$ cat config.mk
export PLATFORM = sky130hd
export DESIGN_NAME = issue_rdop_queue
export DESIGN_NICKNAME = d
export VERILOG_FILES = /design/src/rtl/issue_rdop_queue.sv
export SDC_FILE = /design/constraint.sdc
export NUM_CORES = 1
export LEC_CHECK = 0
export BUFFER_PORTS_ARGS = -buffer_cell sky130_fd_sc_hd__buf_4
export CORE_MARGIN = 5
export CORE_UTILIZATION = 55
export DETAILED_ROUTE_END_ITERATION = 6
export PLACE_DENSITY = 0.71
export SETUP_SLACK_MARGIN = 0.2
export SYNTH_ARGS = -nofsm -noshare
export SYNTH_HDL_FRONTEND = slang
export SYNTH_SLANG_ARGS = --single-unit
$ cat constraint.sdc
create_clock -name clk -period 13.3 [get_ports clk]
set_input_delay 1.33 -clock clk [delete_from_list [all_inputs] [get_ports clk]]
set_output_delay 1.33 -clock clk [all_outputs]
set_load 0.05 [all_outputs]
$ cat src/rtl/issue_rdop_queue.sv
module issue_rdop_queue #(
  parameter int NREG = 32,
  parameter int NCLS = 4,
  parameter int NENT = 4,
  localparam int RW = $clog2(NREG),
  localparam int CW = $clog2(NCLS),
  localparam int EW = $clog2(NENT),
  localparam int QW = $clog2(NENT + 1)
) (
  input  logic          clk,
  input  logic          rst_n,
  input  logic          iss_valid,
  input  logic [CW-1:0] iss_cls,
  input  logic [RW-1:0] iss_dst,
  input  logic [RW-1:0] iss_src1,
  input  logic [RW-1:0] iss_src2,
  output logic          iss_stall,
  input  logic [NCLS-1:0] unit_busy,
  input  logic          wb_valid,
  input  logic [RW-1:0] wb_reg,
  output logic          dsp_valid,
  output logic [CW-1:0] dsp_cls,
  output logic [RW-1:0] dsp_dst,
  output logic [RW-1:0] dsp_src1,
  output logic [RW-1:0] dsp_src2
);

  logic [CW-1:0] e_cls [NENT];
  logic [RW-1:0] e_dst [NENT];
  logic [RW-1:0] e_s1  [NENT];
  logic [RW-1:0] e_s2  [NENT];
  logic [QW-1:0] cnt;
  logic [NREG-1:0] pend;
  logic [NENT-1:0] rdy;
  logic [EW-1:0] sel;
  logic [EW-1:0] wpos;
  logic acc;

  always_comb begin
    for (int i = 0; i < NENT; i++)
      rdy[i] = (QW'(i) < cnt)
             && (!pend[e_s1[i]] || e_s1[i] == e_dst[i])
             && (!pend[e_s2[i]] || e_s2[i] == e_dst[i]);
  end

  always_comb begin
    sel = '0;
    for (int i = NENT - 1; i >= 0; i--)
      if (rdy[i]) sel = EW'(i);
  end

  assign dsp_valid = |rdy;
  assign dsp_cls   = e_cls[sel];
  assign dsp_dst   = e_dst[sel];
  assign dsp_src1  = e_s1[sel];
  assign dsp_src2  = e_s2[sel];

  assign iss_stall = iss_valid && (unit_busy[iss_cls] || cnt == QW'(NENT) || pend[iss_dst]);
  assign acc       = iss_valid && !iss_stall;
  assign wpos      = EW'(cnt - QW'(dsp_valid));

  always_ff @(posedge clk) begin
    if (!rst_n) begin
      cnt  <= '0;
      pend <= '0;
      for (int i = 0; i < NENT; i++) begin
        e_cls[i] <= '0;
        e_dst[i] <= '0;
        e_s1[i]  <= '0;
        e_s2[i]  <= '0;
      end
    end else begin
      for (int i = 0; i < NENT - 1; i++)
        if (dsp_valid && EW'(i) >= sel) begin
          e_cls[i] <= e_cls[i+1];
          e_dst[i] <= e_dst[i+1];
          e_s1[i]  <= e_s1[i+1];
          e_s2[i]  <= e_s2[i+1];
        end
      if (acc) begin
        e_cls[wpos] <= iss_cls;
        e_dst[wpos] <= iss_dst;
        e_s1[wpos]  <= iss_src1;
        e_s2[wpos]  <= iss_src2;
      end
      cnt <= cnt + QW'(acc) - QW'(dsp_valid);
      if (wb_valid) pend[wb_reg] <= 1'b0;
      if (acc) pend[iss_dst] <= 1'b1;
    end
  end


  cnt_bound_chk: assert property (@(posedge clk) disable iff (!rst_n)
    cnt <= QW'(NENT));


  full_stall_chk: assert property (@(posedge clk) disable iff (!rst_n)
    (iss_valid && cnt == QW'(NENT)) |-> iss_stall);


  busy_stall_chk: assert property (@(posedge clk) disable iff (!rst_n)
    (iss_valid && unit_busy[iss_cls]) |-> iss_stall);


  issue_grow_chk: assert property (@(posedge clk) disable iff (!rst_n)
    (acc && !dsp_valid) |=> cnt == $past(cnt) + QW'(1));


  dispatch_shrink_chk: assert property (@(posedge clk) disable iff (!rst_n)
    (dsp_valid && !acc) |=> cnt == $past(cnt) - QW'(1));


  issue_marks_chk: assert property (@(posedge clk) disable iff (!rst_n)
    acc |=> pend[$past(iss_dst)]);


  wb_clears_chk: assert property (@(posedge clk) disable iff (!rst_n)
    (wb_valid && !(acc && iss_dst == wb_reg)) |=> !pend[$past(wb_reg)]);

endmodule

## After elaboration in Yosys (flattened, before gate mapping)

Memories as Yosys holds them, arrays and structs flattened.
Index checks and enable logic that the tools add are counted.

- Register bits: 35
- RAM bits: 68
- Input bits: 30
- Output and inout bits: 19
- Word-level logic and storage cells: 160
- Memories: 4

- Add/sub/neg operators: 3
- $lt $le $gt $ge: 20
- Equal/unequal tests: 9
- Mux-type cells: 68
- Bitwise operators: 15
- Reductions and logical operators: 39

Memories:

| memory | words | width | rd ports | clocked after memory_dff | wr ports | line | RTL |
|---|---|---|---|---|---|---|---|
| e_dst | 4 | 5 | 5 | 0 | 4 | 29 | `logic [RW-1:0] e_dst [NENT];` |
| e_s1 | 4 | 5 | 5 | 0 | 4 | 30 | `logic [RW-1:0] e_s1 [NENT];` |
| e_s2 | 4 | 5 | 5 | 0 | 4 | 31 | `logic [RW-1:0] e_s2 [NENT];` |
| e_cls | 4 | 2 | 4 | 0 | 4 | 28 | `logic [CW-1:0] e_cls [NENT];` |

Operator list:

| operator | count |
|---|---|
| $mux 32 | 3 |
| $lt 5x6->1 const B | 10 |
| $mux 5 | 12 |
| $bmux 1 s5 | 9 |
| $eq 5x5->1 | 8 |
| $and 32x32->32 | 1 |
| $not 32->32 | 1 |
| $or 32x32->32 | 1 |
| $mux 1 | 29 |
| $mux 2 | 12 |
| $logic_and 1x1->1 | 15 |
| $reduce_or 5->1 | 3 |
| $or 1x1->1 | 12 |
| $demux 1 s5 | 2 |
| $ge 5x1->1 const B | 2 |
| $logic_or 1x1->1 | 10 |
| $logic_not 1->1 | 9 |
| $lt 1x3->1 const A | 2 |
| $lt 2x3->1 const A | 2 |
| $ge 1x2->1 const A | 2 |
| $reduce_or 4->1 | 1 |
| $add 3x1->3 | 1 |
| $eq 3x3->1 const B | 1 |
| $lt 2x3->1 const B | 1 |
| other kinds (5) | 5 |

## Logic depth before layout (Yosys ltp)

- Depth in word-level cells: 16
- Mapped depth: 17

## Worst setup path before layout

No wires, ideal clock.

- Path kind: register -> register
- Start: mem e_s1[0][0] (netlist name)
- End: mem e_cls[0][0] (netlist name) (enable)
- Data arrival time: 5,031 ps
- Required time: 12,823 ps
- Setup slack: 7,792 ps
- Cell stages (with the launch flop): 17
- Buffers on the path: 4
- Cell sequence: edfxtp_1 -> buf_2 -> mux4_2 -> mux4_2 -> nand2b_1 -> a32o_1 -> nor2_1 -> buf_2 -> buf_2 -> nor3_1 -> nand2_1 -> ha_1 -> xor2_1 -> inv_1 -> a31oi_2 -> clkbuf_1 -> o21ai_0

RTL lines:

| item | line |
|---|---|
| start: declaration | 30 |
| end: declaration | 28 |

==> results.yml <==
run_status:
  status: "complete, no violations"
synth:
  async_reset_ff_share_pct: 0
  synth_edf_count: 68
  syn_inst: 686
  ys_warn_count: 0
  yosysSeqAreaShare_pct: 34.54
  syn_area_sq_um: 7940
  synth_fp_nets: 722
  synth_area_per_cell_sq_um: 11.57
  ys_seq_elements: 103
  synthFlopType: "edfxtp_1"
  synth_cell_type_count: 58
timing:
  final.setup.tns_ns: 0
  finalHoldViolations: 0
  worstMarginPinSlew_ns: 1.200
  fin_skew_ns: 0.01206
  slew_headroom_pct: 19.47
  slew_viol_final: 0
  fin_crit_sh_pct: 41.03
  period_needed_ns: 5.457
  rsz0062_at_grt: "no"
  final-setup-viol-count: 0
  timing.fmax_mhz: 183.2
grt:
  grt_overflow_total: 0
  grt_usage_pct: 31.99
  antenna_found_initial: 0
  grt_max_degree: 46
  grt_pass1_wl_um: 39900
  grt_pass1_vias: 6461
final_layout:
  stdcell_area_sq_um: 8616
  syn_to_final_growth_pct: 8.509
  num-fill-cells: 1155
  diodes: 0
  nNetsFinal: 725
  post-route-util_pct: 59.96
  finalNonFillerCells: 878
  ff_latch_area_sq_um: 2743
  drive_gt1_share_pct: 23.78
  multi_input_area_sq_um: 4808
routing:
  dr.pass1.iters: 7
  wirelength_um: 26480
  wire_per_inst_um: 30.16
  post-route-drc-count: 0
  ant_nets: 0
  wl_met1_um: 10240
  highest_layer: "met4"
  vias: 6778
  vias_per_cell: 7.720
  wl_met3_um: 3463
  drt_iter0_drc: 1046
  wl_met2_um: 11710
die:
  die_h_um: 130.2
  ioPinCount: 49
  coreArea_sq_um: 14370
  dieArea_sq_um: 16940
  die_x_um: 130.2
  start_util_pct: 55.26
  row_count: 44
clocking:
  post_cts_resized: 0
  clk_path_buf_depth: 2
  cts_tree: "yes"
  cts.hold.buffers_added: 0
  cts_num_sinks: 103
  clk_latency_ns: 0.36
  clk_pin_slew_ns: 0.08
  post_cts_buffers: 0
  root_buffer: "clkbuf_16"
  cts_made_buffers: 9
  h-tree-depth: 3
setup_path:
  crit_arrival_ns: 5.45
  reg2reg_depth: 13
  crit_required_ns: 13.29
  reg2reg_from: "e_s2[2][0]"
  worstSetupPathType: "reg -> reg"
  cp-startpoint: "e_s2[2][0]"
  startpoint_type: "register"
  end_kind: "register"
  worstPathMaxFanout: 19
power:
  power_density_nw_per_um2: 248.6
  p_leak_nw: 3.020
  ir_drop_mv: 0.1497
min_path:
  holdCritStartpoint: "e_cls[3][0]"
  min_path_cells: 1
  worst_hold_path_type: "reg -> reg"
flow_run:
  maxCapViolCount: 0
placement:
  dp.cells: 862
  io_buffers: 48
  place_area_sq_um: 8303
  dp_hpwl_um: 18300
  gp_congestion: 0.9602
==> power by group <==
part	total [mW]	internal, mW	switching, mW
Combinational	1.25	0.457	0.789
Clock	0.284	0.150	0.134
Sequential	0.612	0.448	0.164
==> final timing paths <==
path / end / slack [ns]
hold reg to reg: e_cls[2][0] / 0.59
setup reg to reg: e_s1[3][4] / 7.84
hold / removal: e_cls[2][0] / 0.59
setup / recovery: e_s1[3][4] / 7.84
==> synth_stat cells (12+ instances only) <==
cell type	instances	area, sq um
mux4_2	79	1779
o21ai_0	28	140.1
nor2_1	12	45.04
o211ai_1	49	367.9
mux2i_1	12	120.1
o311a_1	17	170.2
nand2_1	37	138.9
dfxtp_1	35	700.7
a21o_1	16	120.1
clkbuf_1	29	108.9
inv_1	29	108.9
xnor2_1	17	148.9
a22o_1	18	157.7
a32o_1	18	180.2
o2bb2ai_1	17	148.9
and2_1	19	118.9
xor2_1	24	210.2
o22a_1	15	131.4
edfxtp_1	68	2042
nand3_1	19	95.09
buf_2	25	125.1
==> cell usage in the layout (no fill, tap or decap), types with 18 or more instances in the layout <==
cell	synthesis	layout
a22o_1	18	18
a32o_1	18	18
and2_1	19	19
buf_4	4	55
dfxtp_1	35	35
edfxtp_1	68	68
inv_1	29	29
mux4_2	79	79
nand2_1	37	37
nand3_1	19	19
o211ai_1	49	49
o21ai_0	28	27
xor2_1	24	24
==> state kept, by name (all words and copies together), names as in the netlist <==
| signal | count |
|---|---|
| cnt | 3 |
| e_cls | 8 |
| e_dst | 20 |
| e_s1 | 20 |
| e_s2 | 20 |
| pend | 32 |
==> layout make-up <==
type | instances | area share, %
Clock inverter | 7 | 1.017
Timing Repair Buffer | 55 | 4.792
Clock buffer | 9 | 2.614
Multi-Input combinational cell | 491 | 55.81
Sequential cell | 103 | 31.83
Inverter | 29 | 1.263
Tap cell | 184 | 2.672
==> critical path, stage by stage (launching register included) <==
cell and delay [ns]:
edfxtp_1 0.75, mux4_2 0.58, o221ai_1 0.19, o21ai_0 0.12
a41oi_1 0.17, buf_4 0.26, o21a_1 0.62, nor3_1 0.14
nand2_1 0.18, ha_1 0.18, xor2_1 0.44, inv_1 0.20
nor3_4 0.54, nand2b_1 0.70
==> stage by stage <==
step / setup slack (ns) / hold WS [ns] / power, mW
finish: 7.843 / 0.5948 / 2.142
global route: 7.445 / 0.6184 / 2.227
CTS: 7.866 / 0.5980 / 2.122
detailed placement: 7.916 / 0.5833 / 1.835
global placement: 8.155 / 0.5836 / 1.818
floorplan: 7.792 / 0.5380 / 1.484
==> cell families (layout without fill, tap and decap cells) <==
kind of cell / after synthesis / after routing / share of synthesized area [%]
muxes: 92 / 92 / 24.06
adders and majority gates: 6 / 6 / 1.040
AOI/OAI and AO/OA: 214 / 214 / 21.19
DFF: 103 / 103 / 34.54
and+or+nand+nor: 138 / 138 / 9.612
xor gates and xnor gates: 41 / 41 / 4.522
buffers and inverters: 92 / 100 / 5.027
==> metal layers <==
metal	vias up	global-route usage (%)
met4	0	12.78
met3	83	9.660
met2	532	45.29
li1	2791	-
met1	3372	46.02
met5	-	1.471
Power figures use the tool's default switching activity.
